**config.mk**
```make
export PLATFORM = sky130hd
export DESIGN_NAME = pin_share_port
export DESIGN_NICKNAME = d
export VERILOG_FILES = /design/src/rtl/port_pkg.sv /design/src/rtl/rst_release.sv /design/src/rtl/pad_sync.sv /design/src/rtl/port_regs.sv /design/src/rtl/pin_mux.sv /design/src/rtl/pin_share_port.sv
export SDC_FILE = /design/constraint.sdc
export NUM_CORES = 1
export LEC_CHECK = 0
export ABC_CLOCK_PERIOD_IN_PS = 1600
export BUFFER_PORTS_ARGS = -buffer_cell sky130_fd_sc_hd__buf_4
export CORE_ASPECT_RATIO = 1.25
export CORE_MARGIN = 10
export CORE_UTILIZATION = 45
export CTS_CLUSTER_DIAMETER = 200
export DETAILED_ROUTE_END_ITERATION = 6
export GPL_TIMING_DRIVEN = 0
export HOLD_SLACK_MARGIN = 0.15
export PLACE_DENSITY = 0.79
export SYNTH_ARGS = -nofsm -noshare
export SYNTH_HDL_FRONTEND = slang
export SYNTH_SLANG_ARGS = --single-unit
```
**constraint.sdc**
```tcl
create_clock -name clk -period 1.6 [get_ports clk]
set_clock_uncertainty 0.15 [all_clocks]
set_input_delay 0.32 -clock clk [delete_from_list [all_inputs] [get_ports clk]]
set_output_delay 0.32 -clock clk [all_outputs]
set_load 0.01 [all_outputs]
```
**src/rtl/port_pkg.sv**
```systemverilog
package port_pkg;
  localparam int unsigned PORT_W  = 8;
  localparam int unsigned OFS_W   = 4;
  // bit 3 and bit 2 are GPIO-only
  localparam logic [PORT_W-1:0] SHARE_MASK = 8'b1111_0011;

  typedef enum logic [1:0] {
    SEL_NONE = 2'd0,
    SEL_DATA = 2'd1,
    SEL_DIR  = 2'd2
  } reg_sel_e;
endpackage

```
**src/rtl/rst_release.sv**
```systemverilog
module rst_release (
  input  logic clk,
  input  logic rst_n,
  output logic rst_n_sync
);
  logic stage_q;
  logic hold_q;

  always_ff @(posedge clk or negedge rst_n) begin
    if (!rst_n) begin
      stage_q <= 1'b0;
      hold_q  <= 1'b0;
    end else begin
      stage_q <= 1'b1;
      hold_q  <= stage_q;
    end
  end

  assign rst_n_sync = hold_q;
endmodule

```
**src/rtl/pad_sync.sv**
```systemverilog
module pad_sync #(
  parameter int unsigned W = 8
) (
  input  logic         clk,
  input  logic         rst_n,
  input  logic [W-1:0] async_in,
  output logic [W-1:0] sync_out
);
  logic [W-1:0] meta_q;
  logic [W-1:0] sync_q;

  always_ff @(posedge clk or negedge rst_n) begin
    if (!rst_n) begin
      meta_q <= '0;
      sync_q <= '0;
    end else begin
      meta_q <= async_in;
      sync_q <= meta_q;
    end
  end

  assign sync_out = sync_q;

  a_r4_first_stage: assert property (@(posedge clk) disable iff (!rst_n)
    $past(rst_n) |-> meta_q == $past(async_in));
  a_r4_second_stage: assert property (@(posedge clk) disable iff (!rst_n)
    $past(rst_n) |-> sync_q == $past(meta_q));
endmodule

```
**src/rtl/port_regs.sv**
```systemverilog
module port_regs
  import port_pkg::*;
#(
  parameter int unsigned W = PORT_W
) (
  input  logic         clk,
  input  logic         rst_n,
  input  logic         wr,
  input  reg_sel_e     sel,
  input  logic [W-1:0] wdata,
  output logic [W-1:0] latch_q,
  output logic [W-1:0] dir_q
);
  logic         latch_en;
  logic         dir_en;
  logic [W-1:0] latch_d;
  logic [W-1:0] dir_d;

  always_comb begin
    latch_en = wr && (sel == SEL_DATA);
    dir_en   = wr && (sel == SEL_DIR);
    latch_d  = latch_en ? wdata : latch_q;
    dir_d    = dir_en   ? wdata : dir_q;
  end

  always_ff @(posedge clk or negedge rst_n) begin
    if (!rst_n) begin
      latch_q <= '0;
      dir_q   <= '0;
    end else begin
      latch_q <= latch_d;
      dir_q   <= dir_d;
    end
  end

  a_r2_dir_write: assert property (@(posedge clk) disable iff (!rst_n)
    (wr && sel == SEL_DIR) |=> dir_q == $past(wdata));
  a_r3_latch_write: assert property (@(posedge clk) disable iff (!rst_n)
    (wr && sel == SEL_DATA) |=> latch_q == $past(wdata));
  a_r9_idle_hold: assert property (@(posedge clk) disable iff (!rst_n)
    !(wr && sel != SEL_NONE) |=> ($stable(dir_q) && $stable(latch_q)));
endmodule

```
**src/rtl/pin_mux.sv**
```systemverilog
module pin_mux #(
  parameter int unsigned     W     = 8,
  parameter logic [W-1:0]    SHARE = '1
) (
  input  logic [W-1:0] latch,
  input  logic [W-1:0] dir,
  input  logic [W-1:0] p_en,
  input  logic [W-1:0] p_out,
  input  logic [W-1:0] p_oe,
  output logic [W-1:0] drv_out,
  output logic [W-1:0] drv_oe
);
  for (genvar i = 0; i < W; i++) begin : g_pin
    if (SHARE[i]) begin : g_shared
      always_comb begin
        drv_out[i] = p_en[i] ? p_out[i] : latch[i];
        drv_oe[i]  = p_en[i] ? p_oe[i]  : dir[i];
      end
    end else begin : g_plain
      always_comb begin
        drv_out[i] = latch[i];
        drv_oe[i]  = dir[i];
      end
    end
  end
endmodule

```
**src/rtl/pin_share_port.sv**
```systemverilog
module pin_share_port
  import port_pkg::*;
#(
  parameter int unsigned        W          = PORT_W,
  parameter int unsigned        AW         = OFS_W,
  parameter logic [AW-1:0]      DATA_OFS   = 4'h0,
  parameter logic [AW-1:0]      DIR_OFS    = 4'h1,
  parameter logic [W-1:0]       SHARE_BITS = SHARE_MASK
) (
  input  logic          clk,
  input  logic          rst_n,
  input  logic          bus_wr,
  input  logic [AW-1:0] bus_addr,
  input  logic [W-1:0]  bus_wdata,
  output logic [W-1:0]  bus_rdata,
  input  logic [W-1:0]  pad_in,
  output logic [W-1:0]  pad_out,
  output logic [W-1:0]  pad_oe,
  input  logic [W-1:0]  periph_en,
  input  logic [W-1:0]  periph_out,
  input  logic [W-1:0]  periph_oe
);
  logic         rst_n_s;
  reg_sel_e     sel;
  logic [W-1:0] latch_q;
  logic [W-1:0] dir_q;
  logic [W-1:0] pin_sync;
  logic [W-1:0] owned;

  rst_release u_rst (
    .clk        (clk),
    .rst_n      (rst_n),
    .rst_n_sync (rst_n_s)
  );

  always_comb begin
    if (bus_addr == DATA_OFS)     sel = SEL_DATA;
    else if (bus_addr == DIR_OFS) sel = SEL_DIR;
    else                          sel = SEL_NONE;
  end

  port_regs #(.W(W)) u_regs (
    .clk     (clk),
    .rst_n   (rst_n_s),
    .wr      (bus_wr),
    .sel     (sel),
    .wdata   (bus_wdata),
    .latch_q (latch_q),
    .dir_q   (dir_q)
  );

  pad_sync #(.W(W)) u_sync (
    .clk      (clk),
    .rst_n    (rst_n_s),
    .async_in (pad_in),
    .sync_out (pin_sync)
  );

  pin_mux #(.W(W), .SHARE(SHARE_BITS)) u_mux (
    .latch   (latch_q),
    .dir     (dir_q),
    .p_en    (periph_en),
    .p_out   (periph_out),
    .p_oe    (periph_oe),
    .drv_out (pad_out),
    .drv_oe  (pad_oe)
  );

  always_comb begin
    unique case (sel)
      SEL_DATA: bus_rdata = (dir_q & pad_out) | (~dir_q & pin_sync);
      SEL_DIR:  bus_rdata = dir_q;
      default:  bus_rdata = '0;
    endcase
  end

  assign owned = periph_en & SHARE_BITS;

  a_r1_reset_inputs: assert property (@(posedge clk)
    $rose(rst_n_s) |-> (dir_q == '0 && latch_q == '0));
  a_r6_owned_hold: assert property (@(posedge clk) disable iff (!rst_n_s)
    $past(rst_n_s) |->
      (((pad_out ^ $past(pad_out)) & owned & $past(owned)
        & ~(periph_out ^ $past(periph_out))) == '0));
  a_r6_owned_enable: assert property (@(posedge clk) disable iff (!rst_n_s)
    ((pad_oe ^ periph_oe) & owned) == '0);
  a_r7_plain_bits: assert property (@(posedge clk) disable iff (!rst_n_s)
    ((pad_oe ^ dir_q) & ~SHARE_BITS) == '0 && ((pad_out ^ latch_q) & ~SHARE_BITS) == '0);
endmodule

```
==> metrics.cfg, run 1 <==
[outcome]
status=finished, violations left
violations=setup timing

[clock_tree]
cts_max_level=2
cts.clk_slew.worst_paths_ps=60
clock_sinks=34
clkLatencyLatePin_ps=280
root_buffer=clkbuf_8
cts.path.max_buffers=2
tritoncts=done
cts_buffers=5

[logic_synthesis]
synth_top_area_frac=0.5867
synth_nets=145
synth-seq-cells=34
syn_inst=98
ys_warn_count=0
syn_avg_cell_area_um2=14.80
synth_top_area_cell=dfrtp_1
ys_types=15
yosysSeqAreaShare=0.5867
synth.cell_area_um2=1450
synthTopCellsByArea=dfrtp_1 (59%), mux2_2 (16%), mux2_4 (8.3%)

[floorplan]
die_h_um=83.47
io_pins=71
die-area_um2=5908
coreArea_um2=3166
start_util=0.4581
die_x_um=70.78
fp-row-count=23

[min_path]
min_path_type=flip-flop to asynchronous set/reset pin

[placed_design]
gp_congestion=0.7320
place_area_um2=1977
port_buffers=64
dp_hpwl_mm=2.955
post-place-ws_ps=-395.4

[sta]
fin_crit_sh=1.124
setup_ws_ps=-199.1
period_minus_slack_ps=1799
max_freq_ghz=0.5558
max_slew_margin=0.5487
whs_ps=156.9
final-hold-violation-count=0
tns_ps=-1920
setup_viol=15
tightest_slew_ps=671.9
timing.final.max_slew_violations=0
grt_setup_unrepaired=yes

[setup_path]
crit_fanout=2
cp_num_buf_inv=1
endpoint_kind=primary output
cp_top_family=flip-flops
cpPeakStageDelay_ps=400
crit_type=flip-flop to primary output
crit_path_top_delay_cell=dfrtp_1
crit_required_ps=1130
cp.arrival_ps=1330
crit_chain=or3b_4 -> a21oi_2 -> buf_4
critPathLaunchType=flip-flop

[flow_run]
drv_cap=0

[drt]
antenna_left=0
vias=1182
wl_per_cell_um=19.16
first_iter_violations=33
drtPass1Iterations=3
vias_per_cell=5.030
drcViolationCount=0
routed_wl_mm=4.502

[pwr]
powerDensity_nw_per_um2=990.5
p_leak_nw=1.201
ir_worst_vdd_mv=0.8469
total_power_mw=2.472

[global_route]
grt_max_degree=33
grt-ovfl-total=0
antenna_found_initial=0
grt_pass1_vias=1419
grt_pass1_wl_mm=6.969
gr-usage-all-layers=0.1492

[finish]
syn_to_final_growth_pct=72.13
final_net_count=245
drive_gt1_frac=0.7172
fill_cells=193
diodes=0
stdcell_area_um2=2496

==> area by class of cell <==
type / count / area (um^2) / area share
well taps: 37 / 46.29 / 0.01855
clock buffers: 7 / 76.32 / 0.03058
plain buffers: 6 / 66.31 / 0.02657
multi-input cells: 57 / 654.4 / 0.2622
repair buffers: 94 / 800.8 / 0.3208
flip-flops and latches: 34 / 852.1 / 0.3414
==> through the flow <==
step,std cells,util
5_1_grt,235,0.7885
4_1_cts,232,0.7573
6_report,235,0.7885
3_5_place_dp,199,0.6245
3_3_place_gp,199,0.6245
2_1_floorplan,98,-
==> kinds of logic (layout without fill, tap and decap cells) <==
kind of cell	Yosys count	after routing	synth area share
other cells	1	1	0.002586
simple gates	12	12	0.08370
flops	34	34	0.5867
buf+inv	7	107	0.03365
mux	28	28	0.2381
compound gates	16	16	0.05522
==> state kept, by name, indices dropped and copies added, names as in the netlist <==
signal / flops
u_regs.dir_q: 8
u_regs.latch_q: 8
u_rst.rst_n_sync: 1
u_rst.stage_q: 1
u_sync.meta_q: 8
u_sync.sync_out: 8
==> placed cells by master (no fill, tap or decap) <==
cell type	n
dfrtp_1	33
o21ai_2	6
dfrtp_2	1
o21ai_0	2
conb_1	1
nand2b_4	1
or4b_1	1
mux2_4	15
or3_4	1
clkbuf_16	1
buf_6	15
mux2_2	13
a21oi_2	8
nor4_4	1
buf_4	67
clkbuf_1	2
dlygate4sd3_1	17
clkbuf_8	5
or3b_4	8
==> Yosys cell counts, drive strengths merged <==
| cell type | count |
|---|---|
| a21oi | 8 |
| buf | 6 |
| clkbuf | 1 |
| conb | 1 |
| dfrtp | 34 |
| mux2 | 28 |
| nand2b | 1 |
| nor4 | 1 |
| o21ai | 8 |
| or3 | 1 |
| or3b | 8 |
| or4b | 1 |
==> power by group <==
group	total [mW]	internal, mW	switching [mW]	leakage (nW)
Clock	0.572	0.299	0.273	0.0383
Sequential	1.06	0.978	0.0848	0.405
Combinational	0.837	0.546	0.292	0.758
Total	2.47	1.82	0.650	1.20
==> worst reg2reg max path, stage by stage (launching register included) <==
cell and delay, ps:
dfrtp_1 400, buf_6 130, buf_4 120, mux2_4 250
==> routing by layer <==
metal | GRT usage | vias to the layer above | share of wire
li1 | - | 544 | -
met1 | 0.1336 | 598 | 0.35
met2 | 0.2847 | 34 | 0.58
met3 | 0.06429 | 6 | 0.062
met4 | 0.04762 | 0 | 0.013
met5 | 0 | - | 0
==> path summary, 6_finish.rpt <==
check | slack [ps] | from | cells past startpoint | end
worst max-delay path | -200 | u_regs.dir_q[1] | 3 | bus_rdata[1]
worst min-delay path | 160 | u_rst.rst_n_sync | 0 | u_sync.sync_out[0]
worst max register to register | 440 | u_regs.dir_q[5] | 3 | u_regs.dir_q[5]
worst min register to register | 160 | u_rst.rst_n_sync | 0 | u_sync.sync_out[0]
max in group asynchronous | 710 | u_rst.rst_n_sync | 0 | u_regs.latch_q[1]
min in group clk | 200 | u_sync.meta_q[6] | 0 | u_sync.sync_out[6]
==> what timing repair did <==
action,in CTS,in global routing
resized for setup,34,21
pin swaps,16,8
hold buffers,17,0
buffers inserted,10,4
setup endpoints to repair,8,34
endpoints found under the hold margin,26,0
Power figures use the tool's default switching activity.
==> inputs of run 2 (changes only) <==
--- a/config.mk
+++ b/config.mk
@@ -14,7 +14,9 @@
 export DETAILED_ROUTE_END_ITERATION = 6
 export GPL_TIMING_DRIVEN = 0
 export HOLD_SLACK_MARGIN = 0.15
-export PLACE_DENSITY = 0.79
+export MAX_ROUTING_LAYER = met4
+export PLACE_DENSITY = 0.78
 export SYNTH_ARGS = -nofsm -noshare
 export SYNTH_HDL_FRONTEND = slang
+export SYNTH_HIERARCHICAL = 1
 export SYNTH_SLANG_ARGS = --single-unit
==> run 2 against run 1 <==
Against the previous run:
- the run still ends with setup timing left
- non-clock buffer count is the same
- critical path depth is the same
- worst hold slack lost 6.4 ps
- highest routed layer unchanged
- critical path type unchanged
- synthesized cell count grew 1.0%
- design area grew 3.7%
- synthesized area grew 3.5%
- utilization grew 1.4 points
- die area grew 2.6%
- first-iteration DRC count shrank 39%
- wire length shrank 2.0%
- flip-flop and latch count is the same
- power grew 9.3%
==> metrics.cfg, run 2 <==
[global_route]
grt_pass1_wl_mm=6.982  ; +0.19%
grt-ovfl-total=0  ; unchanged
grt_max_degree=33  ; unchanged
grt_pass1_vias=1374  ; -3.2%
antenna_found_initial=0  ; unchanged
gr-usage-all-layers=0.1496  ; +0.0003674

[floorplan]
die_x_um=71.67  ; +1.3%
io_pins=71  ; unchanged
start_util=0.4658  ; +0.007736
coreArea_um2=3223  ; +1.8%
die-area_um2=6061  ; +2.6%
die_h_um=84.58  ; +1.3%
fp-row-count=23  ; unchanged

[sta]
max_slew_margin=0.5527  ; +0.004005
setup_viol=30  ; +15
max_freq_ghz=0.5552  ; -0.11%
tightest_slew_ps=670.9  ; -0.9613 ps
setup_ws_ps=-201.1  ; -2.049 ps
grt_setup_unrepaired=yes
fin_crit_sh=1.126  ; +0.001281
timing.final.max_slew_violations=0  ; unchanged
period_minus_slack_ps=1801  ; +2.049 ps
final-hold-violation-count=0  ; unchanged

[logic_synthesis]
yosysSeqAreaShare=0.5667  ; -0.02005
synth_top_area_cell=dfrtp_1
synth-seq-cells=34  ; unchanged
yosysMostFrequentCell=dfrtp_1
ys_warn_count=6  ; +6
synth_top_area_frac=0.5667  ; -0.02005
synthTopCellsByArea=dfrtp_1 (57%), mux2_2 (12%), mux2_4 (10%)
async_reset_ff_frac=1.000  ; unchanged
syn_inst=99  ; +1.0%
ys_types=15  ; unchanged
syn_avg_cell_area_um2=15.17  ; +2.5%
synth_common_cells=dfrtp_1 (34), mux2_2 (16), mux2_4 (10)
ys.flop_type=dfrtp_1
synth_nets=146  ; +0.69%
synth-edff-count=0  ; unchanged
synth.cell_area_um2=1501  ; +3.5%

[finish]
drive_gt1_frac=0.6915  ; -0.02563
final_cell_mix=buf_4 (62), dfrtp_1 (33), mux2_4 (22), buf_6 (19), dlygate4sd3_1 (17)
final_common_cell=buf_4
syn_to_final_growth_pct=72.33
final_net_count=247  ; +0.82%
diodes=0  ; unchanged
fin_util=0.8028  ; +0.01426
stdcell_area_um2=2587  ; +3.7%

[setup_path]
crit_fanout=2  ; unchanged
endpoint_kind=primary output
crit_path_top_delay_cell=dfrtp_1
reg2reg_from=u_regs/dir_q[1]
crit_required_ps=1130  ; about the same
critPathLaunchType=flip-flop
crit_start=u_regs/dir_q[5]
rrSetupSlack_ps=460  ; +20 ps
cp.arrival_ps=1330  ; about the same
cp_num_buf_inv=1  ; unchanged
crit_chain=or3b_4 -> a21oi_2 -> buf_4
cp_top_family=flip-flops
crit_type=flip-flop to primary output
cpPeakStageDelay_ps=410  ; about the same

[pwr]
p_leak_nw=1.293  ; +7.7%
total_power_mw=2.703  ; +9.3%
ir_worst_vdd_mv=0.9085  ; +7.3%
powerDensity_nw_per_um2=1045  ; +5.5%

[placed_design]
dp_hpwl_mm=2.928  ; -0.91%
gp_congestion=0.7356  ; +0.49%
place_area_um2=2038  ; +3.1%
port_buffers=64  ; unchanged

[clock_tree]
cts.clk_slew.worst_paths_ps=70  ; about the same
tritoncts=done
cts_max_level=2  ; unchanged
clkLatencyLatePin_ps=280  ; about the same
clock_sinks=34  ; unchanged
cts.path.max_buffers=2  ; unchanged
cts_buffers=5  ; unchanged
root_buffer=clkbuf_8

[drt]
drtPass1Iterations=4  ; +1
first_iter_violations=20  ; -39%
routed_wl_mm=4.411  ; -2.0%
vias_per_cell=5.008  ; -0.43%
vias=1192  ; +0.85%
wl_per_cell_um=18.53  ; -3.3%
drcViolationCount=0  ; unchanged
antenna_left=0  ; unchanged

[outcome]
status=finished, violations left
violations=setup timing

[flow_run]
drv_cap=0  ; unchanged

[min_path]
min_path_type=flip-flop to asynchronous set/reset pin

-- run 2: changes by cell type in the layout (fill, tap and decap cells not counted), moves of 2 or more --
cell	delta
nand3b_4	+2
buf_6	+4
o21ai_1	+3
mux2_4	+7
mux2_2	-7
nor2_4	+2
or3b_4	-5
or3b_1	+5
o21ai_0	-2
buf_4	-5
-- run 2: path summary, 6_finish.rpt --
check,endpoint,cells after the start
worst max-delay path,bus_rdata[5],3
worst min-delay path,u_regs/dir_q[1],0
worst max register to register,u_regs/dir_q[1],3
worst min register to register,u_regs/dir_q[1],0
max in group asynchronous,u_regs/latch_q[5],0
min in group clk,u_rst/rst_n_sync,0
-- run 2: metrics by stage --
step,instances,setup WS (ps),hold slack [ps],setup TNS (ps)
after floorplan,99,-139.1,-125.6,-2197
after global placement,200,-332.6,-47.75,-5833
after detailed placement,200,-366.6,-44.77,-6285
after CTS,235,-210.4,195.7,-2604
after global routing,238,-257.5,205.4,-3867
final,238,-201.1,150.6,-2764
-- run 2: layout make-up --
class	instances	area [um^2]
buffer	6	57.56
clock buffer	7	76.32
timing repair buffer	94	839.6
multi-input combinational	58	681.9
fill	179	635.6
clock inverter	1	30.03
tap	37	46.29
inverter	1	3.754
sequential	34	852.1
-- run 2: timing repair --
item / 4_1_cts / 5_1_grt
buffers inserted: 9 / 4
gates resized for setup: 26 / 18
hold endpoints to repair: 26 / 0
pin swaps: 1 / 7
hold buffers: 17 / 0
setup endpoints to repair: 24 / 65
cloned: 1 / 0
-- run 2: report_power, final --
part | switching, mW | internal, mW
Clock | 0.301 | 0.466
Combinational | 0.300 | 0.576
Sequential | 0.0811 | 0.980
-- run 2: cell families after synthesis --
| logic type | Yosys count | synth area share |
|---|---|---|
| buffers and inverters | 7 | 0.03333 |
| other | 1 | 0.002498 |
| AOI/OAI and AO/OA | 16 | 0.07334 |
| DFF | 34 | 0.5667 |
| muxes | 28 | 0.2350 |
| and+or+nand+nor | 13 | 0.08917 |
-- run 2: per-layer routing --
| layer | wire length, um | global-route usage | vias to the layer above | part of all wire |
|---|---|---|---|---|
| li1 | - | - | 550 | - |
| met3 | 142 | 0.03416 | 7 | 0.032 |
| met5 | 0 | - | - | 0 |
| met2 | 2637 | 0.2741 | 30 | 0.60 |
| met1 | 1566 | 0.1433 | 605 | 0.36 |
| met4 | 64 | 0.06526 | 0 | 0.015 |
